===== config.mk =====
export PLATFORM = sky130hd
export DESIGN_NAME = pot_bus_slave
export DESIGN_NICKNAME = d
export VERILOG_FILES = /design/src/rtl/pbs_pkg.sv /design/src/rtl/pbs_line_filter.sv /design/src/rtl/pbs_bus_events.sv /design/src/rtl/pbs_cmd_fsm.sv /design/src/rtl/pot_bus_slave.sv
export SDC_FILE = /design/constraint.sdc
export NUM_CORES = 1
export LEC_CHECK = 0
export BUFFER_PORTS_ARGS = -buffer_cell sky130_fd_sc_hd__buf_2
export CAP_MARGIN = 20
export CELL_PAD_IN_SITES_DETAIL_PLACEMENT = 1
export CELL_PAD_IN_SITES_GLOBAL_PLACEMENT = 2
export CORE_MARGIN = 2
export CORE_UTILIZATION = 40
export CTS_BUF_LIST = sky130_fd_sc_hd__clkbuf_2
export DETAILED_ROUTE_END_ITERATION = 16
export PLACE_DENSITY_LB_ADDON = 0.1
export SLEW_MARGIN = 20
export SYNTH_ARGS = -nofsm -noshare
export SYNTH_HDL_FRONTEND = slang
export SYNTH_SLANG_ARGS = --single-unit

===== constraint.sdc =====
create_clock -name clk -period 5.45 [get_ports clk]
set_input_delay 0.2725 -clock clk [delete_from_list [all_inputs] [get_ports clk]]
set_output_delay 0.2725 -clock clk [all_outputs]
set_load 0.01 [all_outputs]

===== src/rtl/pbs_pkg.sv =====
package pbs_pkg;

    localparam int NIB_W  = 4;
    localparam int POT_W  = 2;
    localparam int REG_W  = 2;
    localparam int BYTE_W = NIB_W + POT_W + REG_W;
    localparam int CNT_W  = $clog2(BYTE_W + 1);

    localparam logic [NIB_W-1:0] DEV_TYPE = 4'b0101;

    localparam logic [NIB_W-1:0] OP_RD_WIPER = 4'b1001;
    localparam logic [NIB_W-1:0] OP_WR_WIPER = 4'b1010;
    localparam logic [NIB_W-1:0] OP_RD_STORE = 4'b1011;
    localparam logic [NIB_W-1:0] OP_WR_STORE = 4'b1100;
    localparam logic [NIB_W-1:0] OP_LOAD_ONE = 4'b1101;
    localparam logic [NIB_W-1:0] OP_SAVE_ONE = 4'b1110;
    localparam logic [NIB_W-1:0] OP_LOAD_ALL = 4'b0001;
    localparam logic [NIB_W-1:0] OP_SAVE_ALL = 4'b1000;
    localparam logic [NIB_W-1:0] OP_STEP     = 4'b0010;

    typedef enum logic [2:0] {
        CL_NONE,
        CL_READ,
        CL_WRITE,
        CL_XFER,
        CL_STEP
    } op_class_e;

    typedef enum logic [3:0] {
        S_IDLE,
        S_ADDR,
        S_ADDR_ACK,
        S_INSTR,
        S_INSTR_ACK,
        S_WDATA,
        S_WDATA_ACK,
        S_RDATA,
        S_STEP,
        S_HOLD
    } state_e;

    function automatic op_class_e op_class(input logic [NIB_W-1:0] op);
        op_class_e c;
        unique case (op)
            OP_RD_WIPER, OP_RD_STORE:                           c = CL_READ;
            OP_WR_WIPER, OP_WR_STORE:                           c = CL_WRITE;
            OP_LOAD_ONE, OP_SAVE_ONE, OP_LOAD_ALL, OP_SAVE_ALL: c = CL_XFER;
            OP_STEP:                                            c = CL_STEP;
            default:                                            c = CL_NONE;
        endcase
        return c;
    endfunction

endpackage


===== src/rtl/pbs_line_filter.sv =====
module pbs_line_filter #(
    parameter int SYNC_LEN = 2,
    parameter int FILT_LEN = 3
) (
    input  logic clk,
    input  logic rst_n,
    input  logic line_in,
    output logic line_out
);
    localparam int MAJ = FILT_LEN / 2 + 1;

    logic [SYNC_LEN-1:0] sync_q;
    logic [FILT_LEN-1:0] win_q;

    // Idle bus level is high, so every stage resets to 1.
    always_ff @(posedge clk or negedge rst_n) begin
        if (!rst_n) begin
            sync_q   <= '1;
            win_q    <= '1;
            line_out <= 1'b1;
        end else begin
            sync_q   <= {sync_q[SYNC_LEN-2:0], line_in};
            win_q    <= {win_q[FILT_LEN-2:0], sync_q[SYNC_LEN-1]};
            line_out <= ($countones(win_q) >= MAJ);
        end
    end

    // A change at the output needs a majority of window samples agreeing one cycle earlier.
    AST_FILT_MAJORITY: assert property (@(posedge clk) disable iff (!rst_n)
        $rose(line_out) |-> ($countones($past(win_q)) >= MAJ)) else $error("filter rose without majority");

endmodule


===== src/rtl/pbs_bus_events.sv =====
module pbs_bus_events (
    input  logic clk,
    input  logic rst_n,
    input  logic scl_f,
    input  logic sda_f,
    output logic scl_rise,
    output logic scl_fall,
    output logic start_det,
    output logic stop_det
);
    logic scl_prev_q;
    logic sda_prev_q;

    always_ff @(posedge clk or negedge rst_n) begin
        if (!rst_n) begin
            scl_prev_q <= 1'b1;
            sda_prev_q <= 1'b1;
        end else begin
            scl_prev_q <= scl_f;
            sda_prev_q <= sda_f;
        end
    end

    always_comb begin
        scl_rise  = scl_f & ~scl_prev_q;
        scl_fall  = ~scl_f & scl_prev_q;
        start_det = scl_f & scl_prev_q & sda_prev_q & ~sda_f;
        stop_det  = scl_f & scl_prev_q & ~sda_prev_q & sda_f;
    end

endmodule


===== src/rtl/pbs_cmd_fsm.sv =====
module pbs_cmd_fsm
    import pbs_pkg::*;
(
    input  logic              clk,
    input  logic              rst_n,
    input  logic              scl_f,
    input  logic              sda_f,
    input  logic              scl_rise,
    input  logic              scl_fall,
    input  logic              start_det,
    input  logic              stop_det,
    input  logic [NIB_W-1:0]  dev_addr,
    input  logic              ctl_busy,
    input  logic [BYTE_W-1:0] rd_data,
    output logic              sda_drive_low,
    output logic [NIB_W-1:0]  cmd_op,
    output logic [POT_W-1:0]  cmd_pot,
    output logic [REG_W-1:0]  cmd_reg,
    output logic [BYTE_W-1:0] cmd_data,
    output logic              cmd_commit
);
    state_e            state_q, state_d;
    logic [CNT_W-1:0]  bit_cnt_q;
    logic [BYTE_W-1:0] rx_q, tx_q;
    logic              pend_q, dir_q, armed_q;
    logic              byte_done, addr_hit, counting, shifting_in;
    op_class_e         cls_rx, cls_cmd;

    always_comb begin
        byte_done   = scl_fall && (bit_cnt_q == CNT_W'(BYTE_W));
        addr_hit    = (rx_q == {DEV_TYPE, dev_addr});
        cls_rx      = op_class(rx_q[BYTE_W-1 -: NIB_W]);
        cls_cmd     = op_class(cmd_op);
        shifting_in = (state_q == S_ADDR) || (state_q == S_INSTR) || (state_q == S_WDATA);
        counting    = shifting_in || (state_q == S_RDATA);
    end

    // Next-state logic
    always_comb begin
        state_d = state_q;
        if (start_det) begin
            state_d = S_ADDR;
        end else if (stop_det) begin
            state_d = S_IDLE;
        end else begin
            unique case (state_q)
                S_IDLE:      state_d = S_IDLE;
                S_ADDR:      if (byte_done) state_d = (addr_hit && !ctl_busy) ? S_ADDR_ACK : S_HOLD;
                S_ADDR_ACK:  if (scl_fall) state_d = S_INSTR;
                S_INSTR:     if (byte_done) state_d = (cls_rx != CL_NONE) ? S_INSTR_ACK : S_HOLD;
                S_INSTR_ACK: if (scl_fall) begin
                    unique case (cls_cmd)
                        CL_READ:  state_d = S_RDATA;
                        CL_WRITE: state_d = S_WDATA;
                        CL_STEP:  state_d = S_STEP;
                        default:  state_d = S_HOLD;
                    endcase
                end
                S_WDATA:     if (byte_done) state_d = S_WDATA_ACK;
                S_WDATA_ACK: if (scl_fall) state_d = S_HOLD;
                S_RDATA:     if (byte_done) state_d = S_HOLD;
                S_STEP:      state_d = S_STEP;
                S_HOLD:      state_d = S_HOLD;
                default:     state_d = S_IDLE;
            endcase
        end
    end

    // State register
    always_ff @(posedge clk or negedge rst_n) begin
        if (!rst_n) state_q <= S_IDLE;
        else        state_q <= state_d;
    end

    // Datapath registers
    always_ff @(posedge clk or negedge rst_n) begin
        if (!rst_n) begin
            bit_cnt_q  <= '0;
            rx_q       <= '0;
            tx_q       <= '0;
            pend_q     <= 1'b0;
            dir_q      <= 1'b0;
            armed_q    <= 1'b0;
            cmd_op     <= '0;
            cmd_pot    <= '0;
            cmd_reg    <= '0;
            cmd_data   <= '0;
            cmd_commit <= 1'b0;
        end else begin
            cmd_commit <= 1'b0;
            if (start_det) begin
                bit_cnt_q <= '0;
                pend_q    <= 1'b0;
                armed_q   <= 1'b0;
            end else if (stop_det) begin
                if (pend_q) cmd_commit <= 1'b1;
                pend_q  <= 1'b0;
                armed_q <= 1'b0;
            end else begin
                if (state_d != state_q)          bit_cnt_q <= '0;
                else if (scl_rise && counting)   bit_cnt_q <= bit_cnt_q + 1'b1;
                if (scl_rise && shifting_in)     rx_q <= {rx_q[BYTE_W-2:0], sda_f};
                if (state_q == S_INSTR && byte_done) begin
                    cmd_op  <= rx_q[BYTE_W-1 -: NIB_W];
                    cmd_pot <= rx_q[REG_W +: POT_W];
                    cmd_reg <= rx_q[REG_W-1:0];
                end
                if (state_q == S_INSTR_ACK && scl_fall) begin
                    tx_q <= rd_data;
                    if (cls_cmd == CL_XFER) pend_q <= 1'b1;
                end
                if (state_q == S_RDATA && scl_fall && !byte_done)
                    tx_q <= {tx_q[BYTE_W-2:0], 1'b0};
                if (state_q == S_WDATA && byte_done)      cmd_data <= rx_q;
                if (state_q == S_WDATA_ACK && scl_fall)   pend_q <= 1'b1;
                if (state_q == S_STEP) begin
                    if (scl_rise) begin
                        dir_q   <= sda_f;
                        armed_q <= 1'b1;
                    end else if (scl_fall && armed_q) begin
                        cmd_commit <= 1'b1;
                        cmd_data   <= {{(BYTE_W-1){1'b0}}, dir_q};
                        armed_q    <= 1'b0;
                    end
                end
            end
        end
    end

    // Output decode
    always_comb begin
        unique case (state_q)
            S_ADDR_ACK, S_INSTR_ACK, S_WDATA_ACK: sda_drive_low = 1'b1;
            S_RDATA:                              sda_drive_low = ~tx_q[BYTE_W-1];
            default:                              sda_drive_low = 1'b0;
        endcase
    end

    AST_DRIVE_SCL_LOW: assert property (@(posedge clk) disable iff (!rst_n)
        (!$stable(sda_drive_low) && !$past(start_det) && !$past(stop_det)) |-> !scl_f) else $error("drive changed with clock high");
    AST_START_TO_ADDR: assert property (@(posedge clk) disable iff (!rst_n)
        start_det |=> (state_q == S_ADDR)) else $error("start not honoured");
    AST_BUSY_NO_ACK: assert property (@(posedge clk) disable iff (!rst_n)
        (state_q == S_ADDR_ACK && $past(state_q) == S_ADDR) |-> !$past(ctl_busy)) else $error("acked while busy");
    AST_COMMIT_AT_STOP: assert property (@(posedge clk) disable iff (!rst_n)
        (cmd_commit && cmd_op != OP_STEP) |-> $past(stop_det)) else $error("commit without stop");
    AST_COMMIT_PULSE: assert property (@(posedge clk) disable iff (!rst_n)
        cmd_commit |=> !cmd_commit) else $error("commit longer than one cycle");

endmodule


===== src/rtl/pot_bus_slave.sv =====
module pot_bus_slave
    import pbs_pkg::*;
#(
    parameter int SYNC_LEN = 2,
    parameter int FILT_LEN = 3
) (
    input  logic              clk,
    input  logic              rst_n,
    input  logic              scl_in,
    input  logic              sda_in,
    input  logic [NIB_W-1:0]  dev_addr,
    input  logic              ctl_busy,
    input  logic [BYTE_W-1:0] rd_data,
    output logic              sda_drive_low,
    output logic [NIB_W-1:0]  cmd_op,
    output logic [POT_W-1:0]  cmd_pot,
    output logic [REG_W-1:0]  cmd_reg,
    output logic [BYTE_W-1:0] cmd_data,
    output logic              cmd_commit
);
    localparam int N_LINES = 2;

    logic [N_LINES-1:0] raw_lines, filt_lines;
    logic scl_rise, scl_fall, start_det, stop_det;

    assign raw_lines = {sda_in, scl_in};

    for (genvar gi = 0; gi < N_LINES; gi++) begin : g_line
        pbs_line_filter #(
            .SYNC_LEN(SYNC_LEN),
            .FILT_LEN(FILT_LEN)
        ) u_filt (
            .clk     (clk),
            .rst_n   (rst_n),
            .line_in (raw_lines[gi]),
            .line_out(filt_lines[gi])
        );
    end

    pbs_bus_events u_events (
        .clk      (clk),
        .rst_n    (rst_n),
        .scl_f    (filt_lines[0]),
        .sda_f    (filt_lines[1]),
        .scl_rise (scl_rise),
        .scl_fall (scl_fall),
        .start_det(start_det),
        .stop_det (stop_det)
    );

    pbs_cmd_fsm u_fsm (
        .clk          (clk),
        .rst_n        (rst_n),
        .scl_f        (filt_lines[0]),
        .sda_f        (filt_lines[1]),
        .scl_rise     (scl_rise),
        .scl_fall     (scl_fall),
        .start_det    (start_det),
        .stop_det     (stop_det),
        .dev_addr     (dev_addr),
        .ctl_busy     (ctl_busy),
        .rd_data      (rd_data),
        .sda_drive_low(sda_drive_low),
        .cmd_op       (cmd_op),
        .cmd_pot      (cmd_pot),
        .cmd_reg      (cmd_reg),
        .cmd_data     (cmd_data),
        .cmd_commit   (cmd_commit)
    );

endmodule


# Word level (Yosys, flattened, before mapping)
# Memory sizes are Yosys's and may differ from the RTL's.
# Cells that the tools add are included.
[totals]
input_bits = 17
n_memories = 2
out_inout_bits = 18
rom_bits = 96
reg_bits = 58
wordCells = 132
[mem_list]
columns = ["name", "depth", "word_bits", "rd", "rd_ports_with_merged_regs", "wr", "line", "rtl"]
rows = [
  ["(name not given)", 16, 3, 1, 0, 0, "pbs_pkg.sv:44", "unique case (op)"],
  ["(name not given)", 16, 3, 1, 0, 0, "pbs_pkg.sv:44", ""],
]
[classes]
n_reduce_logical = 32
addsub = 5
order_cmp = 2
bitwise = 14
n_mux = 40
n_eq_ne = 17
[op_table]
columns = ["operator", "n"]
rows = [
  ["32-bit by 1-bit adder with 32-bit output", 2],
  ["32-bit by 3-bit greater-or-equal comparator with 1-bit output, second input constant", 2],
  ["4-bit 2-to-1 mux", 15],
  ["8-bit 2-to-1 mux", 6],
  ["4-bit case mux with 9 select lines", 1],
  ["4-bit by 3-bit equality test with 1-bit output, second input constant", 4],
  ["1-bit 2-to-1 mux", 16],
  ["4-bit equality test, second input constant", 3],
  ["4-bit case mux with 3 select lines", 1],
  ["4-bit nonzero test", 3],
  ["1-bit logical AND", 11],
  ["3-bit AND reduction", 3],
  ["3-bit nonzero test", 3],
  ["4-bit by 2-bit equality test with 1-bit output, second input constant", 2],
  ["8-bit by 7-bit equality test with 1-bit output", 1],
  ["2-bit AND reduction", 4],
  ["1-bit bitwise AND", 7],
  ["1-bit inverter", 7],
  ["3-bit by 2-bit equality test with 1-bit output, second input constant", 2],
  ["1-bit by 1-bit adder with 2-bit output", 2],
  ["4-bit by 1-bit adder with 4-bit output, second input constant", 1],
  ["4-bit by 1-bit equality test with 1-bit output, second input constant", 1],
  ["4-bit != test", 1],
  ["4-bit AND reduction", 1],
  ["8 further kinds", 11],
]

# Depth between registers and ports, before layout
[logic_depth]
word_depth = 11
mapped_depth = 8
depth_no_buf = 8

# Hierarchy
# Synthesis repeated with hierarchy kept, for this count alone.
[hier_totals]
cells_unflattened = 279
area_unflattened_um2 = 3064.2
[modules_own_cells]
columns = ["mod", "cells_per_inst", "area_per_inst_um2", "instances", "seq_area_each_um2"]
rows = [
  ["pbs_cmd_fsm", 257, 2623.8, 1, 1101.1],
  ["pbs_line_filter", 8, 177.7, 2, 157.7],
  ["pbs_bus_events", 6, 85.1, 1, 52.6],
]

# Least setup slack after synthesis
# OpenSTA, ideal clock, no wires.
[synth_timing]
kind = "register to register"
startpoint = "reg u_fsm.bit_cnt_q[0]"
endpoint = "reg u_fsm.bit_cnt_q[1]"
required_time_ns = 5.355
stages_incl_launch_ff = 9
setup_ns = 0.095
path_slack_ns = 3.093
period_less_slack_ns = 2.357
arrival_ns = 2.262
path_buffers = 0
path_cell_list = "dfrtp_1 -> inv_1 -> ha_1 -> and3b_4 -> and3_1 -> o41a_1 -> o41a_1 -> a2111o_1 -> o31ai_1"
[synth_via]
elab_chain_len = 10
word_cells_on_any_way = 17
cone_classes = "add/sub: 1; eq/ne: 2; mux: 11; reduce/logical: 3"
[synth_rtl]
columns = ["item", "line", "rtl"]
rows = [
  ["from (decl)", "pbs_cmd_fsm.sv:23", "logic [CNT_W-1:0] bit_cnt_q;"],
  ["from (signal assigned)", "pbs_cmd_fsm.sv:101", "else if (scl_rise && counting) bit_cnt_q <= bit_cnt_q + 1'b1;"],
  ["4-bit equality test", "pbs_cmd_fsm.sv:30", "byte_done = scl_fall && (bit_cnt_q == CNT_W'(BYTE_W));"],
  ["1-bit logical AND", "pbs_cmd_fsm.sv:30", ""],
  ["4-bit 2-to-1 mux (on tied branches)", "-", ""],
  ["4-bit case mux with 9 select lines", "pbs_cmd_fsm.sv:46", "unique case (state_q)"],
  ["4-bit 2-to-1 mux", "pbs_cmd_fsm.sv:43", "end else if (stop_det) begin"],
  ["4-bit 2-to-1 mux", "pbs_cmd_fsm.sv:41", "if (start_det) begin"],
  ["4-bit != test", "pbs_cmd_fsm.sv:100", "if (state_d != state_q) bit_cnt_q <= '0;"],
  ["4-bit 2-to-1 mux", "pbs_cmd_fsm.sv:100", ""],
  ["4-bit 2-to-1 mux", "pbs_cmd_fsm.sv:95", "end else if (stop_det) begin"],
  ["4-bit 2-to-1 mux", "pbs_cmd_fsm.sv:91", "if (start_det) begin"],
]
# Several ways; a longest one is shown, not always the timed one. The select of a mux whose other input is x is not followed.
# A chain may end at the register's enable or synchronous reset.

# Worst setup path after layout
[layout_timing]
startpoint = "reg u_fsm.state_q[2]"
endpoint = "reg u_fsm.bit_cnt_q[2]"
[layout_via]
elab_chain_len = 8
word_cells_on_any_way = 29
cone_classes = "eq/ne: 10; mux: 13; reduce/logical: 6"
[layout_rtl]
columns = ["item", "line", "rtl"]
rows = [
  ["from (decl)", "pbs_cmd_fsm.sv:22", "state_e state_q, state_d;"],
  ["from (signal assigned)", "pbs_cmd_fsm.sv:72", "else state_q <= state_d;"],
  ["4-bit equality test (tied with other cells)", "pbs_cmd_fsm.sv:46", ""],
  ["4-bit case mux with 9 select lines", "pbs_cmd_fsm.sv:46", ""],
  ["4-bit 2-to-1 mux", "pbs_cmd_fsm.sv:43", ""],
  ["4-bit 2-to-1 mux", "pbs_cmd_fsm.sv:41", ""],
  ["4-bit != test", "pbs_cmd_fsm.sv:100", ""],
  ["4-bit 2-to-1 mux", "pbs_cmd_fsm.sv:100", ""],
  ["4-bit 2-to-1 mux", "pbs_cmd_fsm.sv:95", ""],
  ["4-bit 2-to-1 mux", "pbs_cmd_fsm.sv:91", ""],
]
# Several ways; a longest one is shown, not always the timed one. The select of a mux whose other input is x is not followed.

==> impl_metrics.csv <==
group,metric,value,unit
run_status,status,"completed",
clock_network,cts_resized,0,
routing,viasPerCell,5.433,
logic_synthesis,netlist.top_cell.by_area,"dfrtp_1",
pwr,p_leak,1.513,nW
timing,postLayoutSetupSlackWorst,2.782,ns
logic_synthesis,yosysSeqAreaShare,48.84,%
layout,area_growth_syn_to_layout,13.02,%
logic_synthesis,ys_warn_count,0,
timing,fin_crit,2.668,ns
timing,tightest_slew,0.8172,ns
worst_hold_path,hp-class,"in -> reg",
routing,antenna_left,0,
routing,wl_per_cell,16.69,um
layout,diodes,0,
floorplan,initial_core_util,41.47,%
logic_synthesis,synth.distinct_cells,50,
critical_path,arrival,3.01,ns
logic_synthesis,synth_top_family_by_area,"simple AND/OR/NAND/NOR gates",
layout,mostFrequentLayoutCells,"dfrtp_1, nand2_1, buf_2",
clock_network,max-clock-path-buffers,2,
layout,multi_input_area,1451,um^2
logic_synthesis,avgSynthCellArea,10.06,um^2
logic_synthesis,synth_adder_area_share,4.992,%
logic_synthesis,yosysTopAreaCellShare,36.61,%
timing,hold_viol_final,0,
pwr,pwr-share-comb,23.7,%
logic_synthesis,synth-edff-count,0,
grt,track_usage,18.75,%
routing,drtIter0Drc,104,
layout,final_common_cell,"dfrtp_1",
critical_path,worst-path-max-fanout,18,
logic_synthesis,synthSimpleGateAreaFrac,18.80,%
floorplan,die-area,8229,um^2
pwr,switchingPower,0.4184,mW
floorplan,dieHeight,90.72,um
floorplan,fp.dieW,90.72,um
timing,fin_setup_tns,0,ns
layout,n_fill_cell,832,
grt,grt.overflow.total,0,
timing,period_share,48.96,%
place,dp_hpwl,5.096,mm
floorplan,io_pins,35,
timing,finalMaxSlewViolations,0,
layout,regArea,1469,um^2
critical_path,worstSetupEndpointType,"flop",
run,cap_violations,0,
timing,fmax,374.8,MHz
clock_network,htree_levels,3,
place,dpl_worst_slack,2.858,ns
floorplan,rows,31,
critical_path,crit_required,5.79,ns
logic_synthesis,synth_xor_area_share,2.329,%
grt,grt_pass1_wl,12.20,mm
timing,finalClockSkew,0.04027,ns
logic_synthesis,muxShareOfSynthArea,7.529,%
pwr,ir_drop,0.0002059,V
clock_network,cts_buffers,9,
logic_synthesis,synthArstFlopShare,100.0,%
routing,drt_pre_antenna_iters,4,
logic_synthesis,yosys-top-cells-area,"dfrtp_1, dfstp_2, nand2_1, ha_1, mux2_2",
grt,grt_pass1_vias,2416,
routing,drc,0,
layout,nets,361,
place,gp_congestion,0.8784,
clock_network,path_clk_slew,0.18,ns
pwr,powerDensity,335.2,nW/um^2
pwr,finalPower,1.139,mW
pwr,p_clk_share,25.0,%
pwr,power_frac_seq,51.4,%
layout,fin_util,46.87,%
logic_synthesis,ys.flop_type,"dfrtp_1",
critical_path,cp-start-kind,"flop",
timing,setup_viol,0,
clock_network,cts_root_buf,"clkbuf_2",
place,portBuffers,34,
layout,reg.largest.list,"u_fsm.cmd_data (8), u_fsm.rx_q (8), u_fsm.tx_q (8)",
critical_path,max_stage_delay,0.71,ns
grt,grt_max_degree,59,
layout,layout-drive-gt1-share,25.22,%
critical_path,path_cells,"nor4bb_1 > and2_1 > and3_1 > o21bai_1 > a2111o_1 > o31ai_1",
floorplan,core-area,7253,um^2
logic_synthesis,synthCells,299,
timing,rsz0062_at_grt,"false",
clock_network,clk-insertion-delay-late,0.50,ns
routing,wirelength,7.276,mm
logic_synthesis,synth-compound-area-share,14.39,%
pwr,internal_power,0.7210,mW
timing,timing.slew.headroom,44.81,%
logic_synthesis,ys_ff_latch,58,
pwr,switching_share,36.72,%
routing,vias,2369,
logic_synthesis,synthesis.area,3008,um^2
clock_network,tritoncts,"built",
clock_network,cts.sinks,58,
logic_synthesis,syn-num-nets,328,
grt,grt_antenna_before_repair,0,
critical_path,crit_slowest_cell,"dfrtp_1",
critical_path,critical_path_class,"reg -> reg",
[logic make-up after synthesis]
kind of cell,count (synthesis)
fa+ha+maj,12
compound gates,68
buf+inv,24
mux,21
flops,58
simple gates,108
xor+xnor,8
[synthesized netlist by cell type (all sizes together) (2+ instances only)]
cell / instances
o31ai: 6
nor2: 15
dfrtp: 44
a21o: 5
nor3b: 2
o21ai: 23
or3: 4
nor2b: 6
nor3: 9
xnor2: 6
a21oi: 15
inv: 8
a22oi: 3
a31oi: 2
dfstp: 14
nand2: 41
o41ai: 2
nand3b: 3
xor2: 2
o41a: 2
nand4: 4
ha: 12
clkbuf: 11
nand3: 7
buf: 5
mux2: 13
and3: 5
o211ai: 2
and2: 2
nor4bb: 3
mux2i: 8
[routing by layer]
metal / track usage (%) / wire (um) / up-vias
li1: - / - / 1134
met1: 26.27 / 3500 / 1160
met2: 28.17 / 3312 / 61
met3: 3.923 / 308 / 14
met4: 7.821 / 155 / 0
met5: 0 / 0 / -
[power groups by stage]
| stage | Sequential [mW] | Clock, mW | Combinational (mW) |
|---|---|---|---|
| after CTS | 0.586 | 0.296 | 0.268 |
| after global routing | 0.599 | 0.311 | 0.307 |
| after floorplan | 0.540 | 0 | 0.220 |
| after detailed placement | 0.593 | 0 | 0.265 |
| final | 0.585 | 0.285 | 0.270 |
| after global placement | 0.593 | 0 | 0.261 |
[per-stage QoR]
stage / cells / area, um^2 / hold WS (ns)
CTS: 436 / 3393 / 0.01744
global route: 436 / 3400 / 0.04293
finish: 436 / 3400 / 0.04159
floorplan: 299 / 3008 / -0.02309
detailed placement: 417 / 3246 / 0.3473
global placement: 417 / 3246 / 0.3461
[worst paths after layout]
kind,start,slack (ns),cells past startpoint,to
max,u_fsm.state_q[2],2.78,6,u_fsm.bit_cnt_q[2]
min,rd_data[0],0.04,3,u_fsm.tx_q[0]
max reg2reg,u_fsm.state_q[2],2.78,6,u_fsm.bit_cnt_q[2]
min reg2reg,g_line[1].u_filt.sync_q[1],0.37,0,g_line[1].u_filt.win_q[0]
max in group asynchronous,rst_n,4.50,3,u_fsm.rx_q[4]
min in group asynchronous,rst_n,0.43,3,u_fsm.bit_cnt_q[0]
[worst max-delay path: cells and delay by family (launching register included)]
family	cells	cell delay (ns)
AND/OR/NAND/NOR	3	1.40
flip-flops	1	0.71
AO/OA/AOI/OAI	3	0.42
[timing repair]
item | 4_1_cts | 5_1_grt
hold buffers | 3 | 0
setup buffers | 0 | 0
endpoints found under the hold margin | 46 | 0
[final cells by class]
| cell class | count | area share, % |
|---|---|---|
| clock inverters | 6 | 1.987 |
| multi-input cells | 217 | 42.69 |
| clock buffers | 10 | 1.472 |
| repair buffers | 38 | 6.110 |
| flip-flops and latches | 58 | 43.21 |
| well taps | 99 | 3.644 |
| inverters | 8 | 0.8833 |
(Power assumes the default switching activity.)
